<file path="config.mk">
export PLATFORM = sky130hd
export DESIGN_NAME = edge_sr_latch
export DESIGN_NICKNAME = d
export VERILOG_FILES = /design/src/rtl/edge_sr_pkg.sv /design/src/rtl/edge_sr_qualify.sv /design/src/rtl/edge_sr_ctrl.sv /design/src/rtl/edge_sr_datapath.sv /design/src/rtl/edge_sr_latch.sv
export SDC_FILE = /design/constraint.sdc
export NUM_CORES = 1
export LEC_CHECK = 0
export BUFFER_PORTS_ARGS = -buffer_cell sky130_fd_sc_hd__buf_2
export CORE_AREA = 4 4 41 43
export DETAILED_ROUTE_END_ITERATION = 10
export DIE_AREA = 0 0 45 47
export PLACE_DENSITY = 0.51
export SYNTH_ARGS = -nofsm -noshare
export SYNTH_HDL_FRONTEND = slang
export SYNTH_SLANG_ARGS = --single-unit
</file>
<file path="constraint.sdc">
create_clock -name clk -period 3 [get_ports clk]
set_input_delay 0.6 -clock clk [delete_from_list [all_inputs] [get_ports clk]]
set_output_delay 0.6 -clock clk [all_outputs]
set_load 0.005 [all_outputs]
</file>
<file path="src/rtl/edge_sr_pkg.sv">
package edge_sr_pkg;
  localparam int SEL_W  = 2;
  localparam int POL_W  = 2;
  localparam int CH_SET = 0;
  localparam int CH_CLR = 1;
  localparam int NUM_CH = 2;

  typedef enum logic [SEL_W-1:0] {
    EDGE_RISE = 2'd0,
    EDGE_FALL = 2'd1,
    EDGE_BOTH = 2'd2,
    EDGE_OFF  = 2'd3
  } edgeSel_e;

  typedef enum logic [POL_W-1:0] {
    IDLE_LOW  = 2'd0,
    IDLE_HIGH = 2'd1,
    IDLE_KEEP = 2'd2,
    IDLE_ALT  = 2'd3
  } idlePol_e;

  typedef struct packed {
    logic loadHigh;
    logic loadLow;
  } outStrobe_t;
endpackage

</file>
<file path="src/rtl/edge_sr_qualify.sv">
module edge_sr_qualify
  import edge_sr_pkg::*;
(
  input  logic             curLvl,
  input  logic             prevLvl,
  input  logic [SEL_W-1:0] sel,
  output logic             hit
);
  logic rise;
  logic fall;

  assign rise = curLvl & ~prevLvl;
  assign fall = ~curLvl & prevLvl;

  always_comb begin
    case (edgeSel_e'(sel))
      EDGE_RISE: hit = rise;
      EDGE_FALL: hit = fall;
      EDGE_BOTH: hit = rise | fall;
      default:   hit = 1'b0;
    endcase
  end
endmodule

</file>
<file path="src/rtl/edge_sr_ctrl.sv">
module edge_sr_ctrl
  import edge_sr_pkg::*;
#(
  parameter int NCH = NUM_CH
) (
  input  logic                 enable,
  input  logic [NCH-1:0]       lvlIn,
  input  logic [NCH-1:0]       lvlDly,
  input  logic [NCH*SEL_W-1:0] selVec,
  input  logic [POL_W-1:0]     idlePolicy,
  input  logic                 forceHigh,
  input  logic                 forceLow,
  output outStrobe_t           strobe
);
  logic [NCH-1:0] hitVec;

  for (genvar g = 0; g < NCH; g++) begin : g_qual
    edge_sr_qualify u_qual (
      .curLvl (lvlIn[g]),
      .prevLvl(lvlDly[g]),
      .sel    (selVec[g*SEL_W +: SEL_W]),
      .hit    (hitVec[g])
    );
  end

  always_comb begin
    strobe = '0;
    if (forceLow) begin
      strobe.loadLow = 1'b1;
    end else if (forceHigh) begin
      strobe.loadHigh = 1'b1;
    end else if (!enable) begin
      case (idlePol_e'(idlePolicy))
        IDLE_HIGH: strobe.loadHigh = 1'b1;
        IDLE_KEEP: strobe = '0;
        default:   strobe.loadLow = 1'b1;
      endcase
    end else if (hitVec[CH_CLR]) begin
      strobe.loadLow = 1'b1;
    end else if (hitVec[CH_SET]) begin
      strobe.loadHigh = 1'b1;
    end
  end
endmodule

</file>
<file path="src/rtl/edge_sr_datapath.sv">
module edge_sr_datapath
  import edge_sr_pkg::*;
#(
  parameter int NCH = NUM_CH
) (
  input  logic           clk,
  input  logic           rst,
  input  logic [NCH-1:0] lvlIn,
  input  outStrobe_t     strobe,
  output logic [NCH-1:0] lvlDly,
  output logic           outQ
);
  for (genvar g = 0; g < NCH; g++) begin : g_dly
    always_ff @(posedge clk) begin
      if (rst) lvlDly[g] <= 1'b0;
      else     lvlDly[g] <= lvlIn[g];
    end
  end

  always_ff @(posedge clk) begin
    if (rst)                  outQ <= 1'b0;
    else if (strobe.loadLow)  outQ <= 1'b0;
    else if (strobe.loadHigh) outQ <= 1'b1;
  end
endmodule

</file>
<file path="src/rtl/edge_sr_latch.sv">
module edge_sr_latch
  import edge_sr_pkg::*;
(
  input  logic             clk,
  input  logic             rst,
  input  logic             enable,
  input  logic             setIn,
  input  logic             clrIn,
  input  logic [SEL_W-1:0] setEdgeSel,
  input  logic [SEL_W-1:0] clrEdgeSel,
  input  logic [POL_W-1:0] idlePolicy,
  input  logic             forceHigh,
  input  logic             forceLow,
  output logic             outQ
);
  logic [NUM_CH-1:0]       lvlIn;
  logic [NUM_CH-1:0]       lvlDly;
  logic [NUM_CH*SEL_W-1:0] selVec;
  outStrobe_t              strobe;

  always_comb begin
    lvlIn  = '0;
    selVec = '0;
    lvlIn[CH_SET] = setIn;
    lvlIn[CH_CLR] = clrIn;
    selVec[CH_SET*SEL_W +: SEL_W] = setEdgeSel;
    selVec[CH_CLR*SEL_W +: SEL_W] = clrEdgeSel;
  end

  edge_sr_ctrl #(.NCH(NUM_CH)) u_ctrl (
    .enable    (enable),
    .lvlIn     (lvlIn),
    .lvlDly    (lvlDly),
    .selVec    (selVec),
    .idlePolicy(idlePolicy),
    .forceHigh (forceHigh),
    .forceLow  (forceLow),
    .strobe    (strobe)
  );

  edge_sr_datapath #(.NCH(NUM_CH)) u_dp (
    .clk   (clk),
    .rst   (rst),
    .lvlIn (lvlIn),
    .strobe(strobe),
    .lvlDly(lvlDly),
    .outQ  (outQ)
  );
endmodule

</file>
-- Yosys cells after proc, flatten, opt, wreduce, memory -nomap -nowiden
Index checks and enable logic that the tools add are counted.
- register bits: 3
- latch bits: 0
- memory bits (writable): 0
- bits in read-only memories: 0
- bits of input ports: 13
- output and inout bits: 1
- word-level logic and storage cells: 35
- memories: 0
- $add $sub $neg: 0
- multipliers: 0
- divide/modulo/power cells: 0
- magnitude comparators: 0
- equality and inequality tests: 6
- shift-type cells: 0
- muxes and demuxes: 12
- bitwise operators: 10
- reduce and logical (&&, ||, !) cells: 4
- operators with widths (cell ; count):
    $mux W1 ; 9
    $eq A2 B1 Y1 const B ; 3
    $eq A2 B2 Y1 const B ; 3
    $pmux W1 S3 ; 2
    $and A1 B1 Y1 ; 4
    $logic_not A2 Y1 ; 2
    $not A1 Y1 ; 4
    $reduce_or A2 Y1 ; 2
    $mux W2 ; 1
    $or A1 B1 Y1 ; 2

-- Logic depth before layout (Yosys ltp)
Gate-level depths: netlist of the first run.
- depth in word-level cells: 10
- mapped depth: 6
- depth with buffers taken out: 6

-- Hierarchy
A second synthesis of the first run with hierarchy kept.
- cells, all modules: 29
- area total of the unflattened synthesis: 254.0 µm²
- by module, submodules not included (module ; instances ; cells each ; area each (µm²) ; sequential area each (µm²)):
    edge_sr_qualify ; 2 ; 7 ; 55.1 ; 0.0
    edge_sr_datapath ; 1 ; 7 ; 86.3 ; 60.1
    edge_sr_ctrl ; 1 ; 8 ; 57.6 ; 0.0

-- Worst setup path before layout of the first run
No wires, ideal clock.
- path type: input-to-reg
- start: input setIn
- end: register u_dp.outQ
- setup time: 121 ps
- data arrival time: 1319 ps
- required time: 2879 ps
- setup slack: 1560 ps
- stages: 6
- path buffers: 0
- path through: inv_1 -> ha_1 -> nand2b_2 -> a21oi_1 -> a311oi_1 -> o21ai_1
- cells in the longest elaborated chain, start to end: 9
- elaborated cells between the ends (all ways): 10
- those cells by class: 6 x mux; 4 x bitwise
- ends and longest elaborated chain (what ; RTL line ; RTL):
    start: declaration ; edge_sr_latch.sv:7 ; input logic setIn,
    $not A1 Y1 ; edge_sr_qualify.sv:13 ; assign fall = ~curLvl & prevLvl;
    $and A1 B1 Y1 ; edge_sr_qualify.sv:13 ;
    $or A1 B1 Y1 ; edge_sr_qualify.sv:19 ; EDGE_BOTH: hit = rise | fall;
    $pmux W1 S3 * ; edge_sr_qualify.sv:16 ; case (edgeSel_e'(sel))
    $mux W1 * ; edge_sr_ctrl.sv:40 ; end else if (hitVec[CH_SET]) begin
    $mux W1 * ; edge_sr_ctrl.sv:38 ; end else if (hitVec[CH_CLR]) begin
    $mux W2 * ; edge_sr_ctrl.sv:32 ; end else if (!enable) begin
    $mux W1 * ; edge_sr_ctrl.sv:30 ; end else if (forceHigh) begin
    $mux W1 * ; edge_sr_ctrl.sv:28 ; if (forceLow) begin
    end signal: assignment ; edge_sr_datapath.sv:21 ; if (rst) outQ <= 1'b0;
    end signal: assignment ; edge_sr_datapath.sv:22 ; else if (strobe.loadLow) outQ <= 1'b0;
    end signal: assignment ; edge_sr_datapath.sv:23 ; else if (strobe.loadHigh) outQ <= 1'b1;
    end: declaration ; edge_sr_datapath.sv:11 ; output logic outQ
Every way passes the cells marked *; elsewhere a longest branch is shown, timed or not.
A chain may end at the register's enable or synchronous reset.

-- Worst setup path after layout of the first run
Same ends and word-level chain as after synthesis.

==> results.sh, run 1 <==
export IMPL_core_region_area_mm2=0.00130
export IMPL_grt_first_pass_wirelength_um=924
export IMPL_first_global_vias=263
export IMPL_clk_transition_reported_paths_ns=0.04
export IMPL_max_slew_worst_pin_slew_ns=0.243
export IMPL_finalHoldWorstSlack_ns=0.549
export IMPL_antenna_cells=0
export IMPL_synth_avg_cell_area_um2=7.94
export IMPL_cts_root_buf="clkbuf_4"
export IMPL_grt_remaining_overflow=0
export IMPL_gp_congestion=0.637
export IMPL_wl_per_cell_um=8.82
export IMPL_cts_h_tree_depth=1
export IMPL_detail_route_vias_per_cell=3.90
export IMPL_dr_pass1_iters=1
export IMPL_wl_met3_um=59
export IMPL_dr_wl_met2_um=278
export IMPL_die_area_mm2=0.00212
export IMPL_p_leak_nw=0.185
export IMPL_slew_violations=0
export IMPL_crit_buf_inv=2
export IMPL_worstHoldPathType="reg -> reg"
export IMPL_clkSinkCount=3
export IMPL_criticalPathCategory="in -> reg"
export IMPL_final_min_period_over_clock_period_pct=46.6
export IMPL_grt_usage_pct=6.87
export IMPL_finalNetCount=65
export IMPL_clkLatencyLatePin_ns=0.23
export IMPL_vdd_ir_drop_worst_v=0.000234
export IMPL_synth_area_um2=230
export IMPL_cell_variety_after_synth=14
export IMPL_path_max_fanout=2
export IMPL_post_cts_resize_count=0
export IMPL_max_fclk_mhz=715
export IMPL_synth_top_cells_by_area="ha_1, dfxtp_1, inv_1, nor2_1, mux2i_1"
export IMPL_worst_endpoint_arrival_ns=1.52
export IMPL_worst_setup_path_end_kind="register"
export IMPL_vias=238
export IMPL_synth_fp_nets=47
export IMPL_grt_setup_unrepaired="no"
export IMPL_ys_seq_area_share_pct=26.1
export IMPL_setup_total_negative_slack_ns=0
export IMPL_grt_start_max_net_pins=4
export IMPL_final_antenna_net_count=0
export IMPL_met1_length_um=193
export IMPL_p_per_area_mw_per_mm2=409
export IMPL_area_delta_synth_final_pct=47.8
export IMPL_number_of_design_rule_violations_left_by_the_first_detailed_router_iteration=0
export IMPL_fillerInstances=162
export IMPL_setup_viol_count_final=0
export IMPL_timing_critical_path_slowest_stage_cell="ha_1"
export IMPL_worst_ep_required_time_ns=3.12
export IMPL_post_layout_total_power_mw=0.139
export IMPL_max_cap_violations=0
export IMPL_yosys_warnings=0
export IMPL_path_delay_family="compound AO/OA/AOI/OAI gates"
export IMPL_route_top_layer_used="met4"
export IMPL_drive_above_1_share_pct=37.0
export IMPL_max_slew_margin_pct=83.7
export IMPL_count_of_standard_cell_rows=13
export IMPL_final_count_of_hold_timing_violations=0
export IMPL_post_cts_setup_buffer_count=0
export IMPL_ys_ff_latch=3
export IMPL_dp_final_hpwl_um=448
export IMPL_crit_path_cell_trace="buf_2 > inv_1 > ha_1 > nand2b_2 > a21oi_1 > a311oi_1 > o21ai_1"
export IMPL_finalClockSkew_ns=0.00315
export IMPL_routed_wl_um=538
export IMPL_cell_accounting_for_the_most_synthesized_area="ha_1"
export IMPL_worst_setup_path_start_kind="input port"
export IMPL_cts_hold_buffers=0
export IMPL_top_level_ports=14
export IMPL_cts_buffers=3
export IMPL_die_height_um=47
export IMPL_initial_core_util_pct=17.7
export IMPL_post_route_drc_count=0
export IMPL_synth_top_area_share_pct=27.2
export IMPL_tritoncts="yes"
export IMPL_dieWidth_um=45
export IMPL_utilization_pct=26.2
export IMPL_cts_path_max_buffers=2
export IMPL_synthCells=29
export IMPL_crit_path_max_incr_delay_ns=0.27
export IMPL_initial_antenna_violation_count=0
export IMPL_timing_final_crit_period_ns=1.40
export IMPL_outcome="finished clean"
export IMPL_io_buffers=13
[cell usage in the layout, fill, tap and decap left out, drive strengths merged]
master / n
a21oi: 1
nor3: 1
ha: 5
o21ai: 2
dfxtp: 3
o2111ai: 1
inv: 6
clkbuf: 4
buf: 13
nor2: 5
a311oi: 1
nand2: 1
nand2b: 2
mux2i: 1
[kinds of logic after synthesis]
logic type      Yosys count  share of synthesized area [%]
simple gates              9                           18.5
flops                     3                           26.1
fa+ha+maj                 5                           27.2
compound gates            5                           14.1
buf+inv                   6                           9.78
mux                       1                           4.35
[routing by layer]
layer,vias to the layer above,GRT usage (%)
met3,2,7.28
met4,0,3.51
li1,129,-
met2,10,11.6
met5,-,0
met1,97,4.76
[cell usage after synthesis]
master,n
nand2b_2,1
o21ai_0,1
nand2_1,1
dfxtp_1,3
nor2_1,5
o2111ai_1,1
nor3_1,1
nand2b_1,1
inv_1,6
a311oi_1,1
a21oi_1,1
o21ai_1,1
mux2i_1,1
ha_1,5
[through the flow]
step	instance area, um^2	std cells	setup slack [ns]
finish	340	61	1.60
global route	340	61	1.52
CTS	340	61	1.57
detailed placement	314	57	1.34
global placement	314	57	1.38
floorplan	230	29	1.56
[layout make-up]
| type | count | area (um^2) | area share [%] |
|---|---|---|---|
| flip-flops and latches | 3 | 60.1 | 17.6 |
| multi-input cells | 20 | 148 | 43.4 |
| repair buffers | 13 | 65.1 | 19.1 |
| inverters | 6 | 22.5 | 6.62 |
| clock buffers | 4 | 26.3 | 7.72 |
| well taps | 15 | 18.8 | 5.51 |
[sequential cells by signal, summed over array words and instances (netlist names)]
register	count
u_dp.outQ	1
u_dp.lvlDly	2
[final timing paths]
kind / from / endpoint / slack [ns] / cells after the start
hold / removal: u_dp.outQ$_SDFFE_PP0P_ / u_dp.outQ$_SDFFE_PP0P_ / 0.55 / 2
setup / recovery: setIn / u_dp.outQ$_SDFFE_PP0P_ / 1.60 / 7
setup reg to reg: u_dp.lvlDly[0]$_SDFF_PP0_ / u_dp.outQ$_SDFFE_PP0P_ / 1.81 / 5
hold reg to reg: u_dp.outQ$_SDFFE_PP0P_ / u_dp.outQ$_SDFFE_PP0P_ / 0.55 / 2
[worst reg2reg max path, delay by kind of cell (launching register included)]
kind	cells	cell delay [ns]
AO/OA/AOI/OAI	3	0.40
adder cells (fa/ha/maj)	1	0.27
flip-flops	1	0.30
AND/OR/NAND/NOR	1	0.10
[power by group]
group	leakage (nW)	switching (mW)	internal, mW
logic	0.145	0.0111	0.0134
clock network	0.0150	0.0208	0.0498
registers	0.0249	0.00144	0.0426
total	0.185	0.0333	0.106
(Power assumes the default switching activity.)
==> run 2: changes to the inputs <==
==> constraint.sdc (replaced) <==
create_clock -name clk -period 1.3 [get_ports clk]
set_input_delay 0.26 -clock clk [delete_from_list [all_inputs] [get_ports clk]]
set_output_delay 0.26 -clock clk [all_outputs]
set_load 0.005 [all_outputs]
==> results.sh, run 2 (synthesis gave the netlist of run 1 again) <==
export IMPL_fin_ws_ns=0.148
export IMPL_reg2reg_depth=5
export IMPL_path_max_fanout=2
export IMPL_crit_path_max_incr_delay_ns=0.30
export IMPL_final_antenna_net_count=0
export IMPL_p_leak_nw=0.185
export IMPL_initial_antenna_violation_count=0
export IMPL_largest_register_ffs=2
export IMPL_max_slew_margin_pct=85.0
export IMPL_grt_remaining_overflow=0
export IMPL_setup_viol_count_final=0
export IMPL_p_per_area_mw_per_mm2=954
export IMPL_finalClockSkew_ns=0.00204
export IMPL_grt_busiest_layer="met2"
export IMPL_routed_wl_um=490
export IMPL_final_count_of_hold_timing_violations=0
export IMPL_post_route_drc_count=0
export IMPL_dieWidth_um=45
export IMPL_setup_total_negative_slack_ns=0
export IMPL_layout_cells_most_common_list="buf_2, inv_1, nor2_1, ha_1"
export IMPL_max_cap_violations=0
export IMPL_dp_final_hpwl_um=425
export IMPL_area_delta_synth_final_pct=47.8
export IMPL_power_switching_fraction_pct=24.7
export IMPL_outcome="finished clean"
export IMPL_worst_r2r_setup_slack_ns=0.15
export IMPL_largestRegisters="u_dp.lvlDly x2, u_dp.outQ x1"
export IMPL_endpoint_of_the_worst_slack_reg_to_reg_timing_path="u_dp.outQ$_SDFFE_PP0P_"
export IMPL_global_route_usage_met3_pct=6.90
export IMPL_cts_buffers=3
export IMPL_vias=251
export IMPL_worst_setup_path_end_kind="register"
export IMPL_p_comb_share_pct=17.4
export IMPL_first_global_vias=243
export IMPL_worst_endpoint_arrival_ns=1.27
export IMPL_mostFrequentLayoutCell="buf_2"
export IMPL_finalNetCount=65
export IMPL_whs_path_depth=2
export IMPL_max_slew_worst_pin_slew_ns=0.224
export IMPL_vdd_ir_drop_worst_v=0.000456
export IMPL_number_of_design_rule_violations_left_by_the_first_detailed_router_iteration=6
export IMPL_post_cts_resize_count=0
export IMPL_worst_ep_required_time_ns=1.42
export IMPL_dr_pass1_iters=4
export IMPL_tritoncts="yes"
export IMPL_core_region_area_mm2=0.00130
export IMPL_final_min_period_over_clock_period_pct=88.7
export IMPL_grt_first_pass_wirelength_um=869
export IMPL_initial_core_util_pct=17.7
export IMPL_global_route_usage_met1_pct=5.22
export IMPL_grt_start_max_net_pins=4
export IMPL_timing_final_crit_period_ns=1.15
export IMPL_grt_met2_usage_pct=9.89
export IMPL_max_fclk_mhz=868
export IMPL_worst_setup_path_start_kind="register"
export IMPL_post_cts_setup_buffer_count=0
export IMPL_cts_root_buf="clkbuf_4"
export IMPL_reg2reg_from="u_dp.lvlDly[0]$_SDFF_PP0_"
export IMPL_detail_route_vias_per_cell=4.11
export IMPL_crit_path_cell_trace="ha_1 > nand2b_2 > a21oi_1 > a311oi_1 > o21ai_1"
export IMPL_pre_cts_ws_ns=0.0343
export IMPL_share_clk_of_total_power_pct=51.4
export IMPL_criticalPathCategory="reg -> reg"
export IMPL_worstHoldEndpoint="u_dp.lvlDly[0]$_SDFF_PP0_"
export IMPL_slew_violations=0
export IMPL_wl_per_cell_um=8.03
export IMPL_top_level_ports=14
export IMPL_drive_above_1_share_pct=37.0
export IMPL_internal_power_mw=0.244
export IMPL_worst_hold_startpoint="rst"
export IMPL_power_sequential_fraction_pct=31.2
export IMPL_io_buffers=13
export IMPL_cts_hold_buffers=0
export IMPL_grt_usage_pct=6.47
export IMPL_die_area_mm2=0.00212
export IMPL_switchingPower_mw=0.0801
export IMPL_gp_congestion=0.608
export IMPL_top_register="u_dp.lvlDly"
export IMPL_clk_transition_reported_paths_ns=0.04
export IMPL_antenna_cells=0
export IMPL_cts_path_max_buffers=2
export IMPL_clkSinkCount=3
export IMPL_timing_critical_path_slowest_stage_cell="dfxtp_1"
export IMPL_clkLatencyLatePin_ns=0.23
export IMPL_die_height_um=47
export IMPL_cts_h_tree_depth=1
export IMPL_count_of_standard_cell_rows=13
export IMPL_worstHoldPathType="in -> reg"
export IMPL_grt_setup_unrepaired="no"
## run 2: cell counts in the layout (fill, tap and decap cells not counted)
Identical to the previous run, type by type.
## run 2: worst max path at each step
stage / startpoint / end / slack, ns / cells after the start
2_1_floorplan: setIn / u_dp.outQ$_SDFFE_PP0P_ / 0.20 / 6
3_3_place_gp: setIn / u_dp.outQ$_SDFFE_PP0P_ / 0.01 / 7
3_5_place_dp: setIn / u_dp.outQ$_SDFFE_PP0P_ / 0.03 / 7
4_1_cts: u_dp.lvlDly[0]$_SDFF_PP0_ / u_dp.outQ$_SDFFE_PP0P_ / 0.13 / 5
5_1_grt: u_dp.lvlDly[0]$_SDFF_PP0_ / u_dp.outQ$_SDFFE_PP0P_ / 0.06 / 5
6_report: u_dp.lvlDly[0]$_SDFF_PP0_ / u_dp.outQ$_SDFFE_PP0P_ / 0.15 / 5
## run 2: layer usage
metal | up-vias | wire length (um)
met1 | 112 | 182
met4 | 0 | 0
met3 | 0 | 65
met5 | - | 0
met2 | 10 | 242
li1 | 129 | -
## run 2: worst max-delay path: cells and delay by family (launching register included)
kind	cells	cell delay [ns]
AND/OR/NAND/NOR	1	0.10
AO/OA/AOI/OAI	3	0.38
adder cells (fa/ha/maj)	1	0.26
flip-flops	1	0.30
## run 2: power groups by stage
stage | sequential (mW) | clock (mW) | combinational (mW)
after global routing | 0.102 | 0.191 | 0.0665
after global placement | 0.103 | 0 | 0.0567
final | 0.101 | 0.167 | 0.0565
after floorplan | 0.102 | 0 | 0.0279
after detailed placement | 0.103 | 0 | 0.0574
after CTS | 0.101 | 0.175 | 0.0583
## run 2: layout make-up
cell class,count,area [um^2]
Timing Repair Buffer,13,65.1
Tap cell,15,18.8
Sequential cell,3,60.1
Inverter,6,22.5
Fill cell,158,961
Clock buffer,4,26.3
Multi-Input combinational cell,20,148
## run 2: through the flow
stage               std cells  power (mW)  util [%]  area, um^2  hold WS (ns)
finish                     61       0.325      26.2         340         0.210
global route               61       0.360      26.2         340         0.218
CTS                        61       0.334      26.2         340         0.205
detailed placement         57       0.160      24.1         314         0.454
global placement           57       0.159      24.1         314         0.454
floorplan                  29       0.130         -         230         0.327
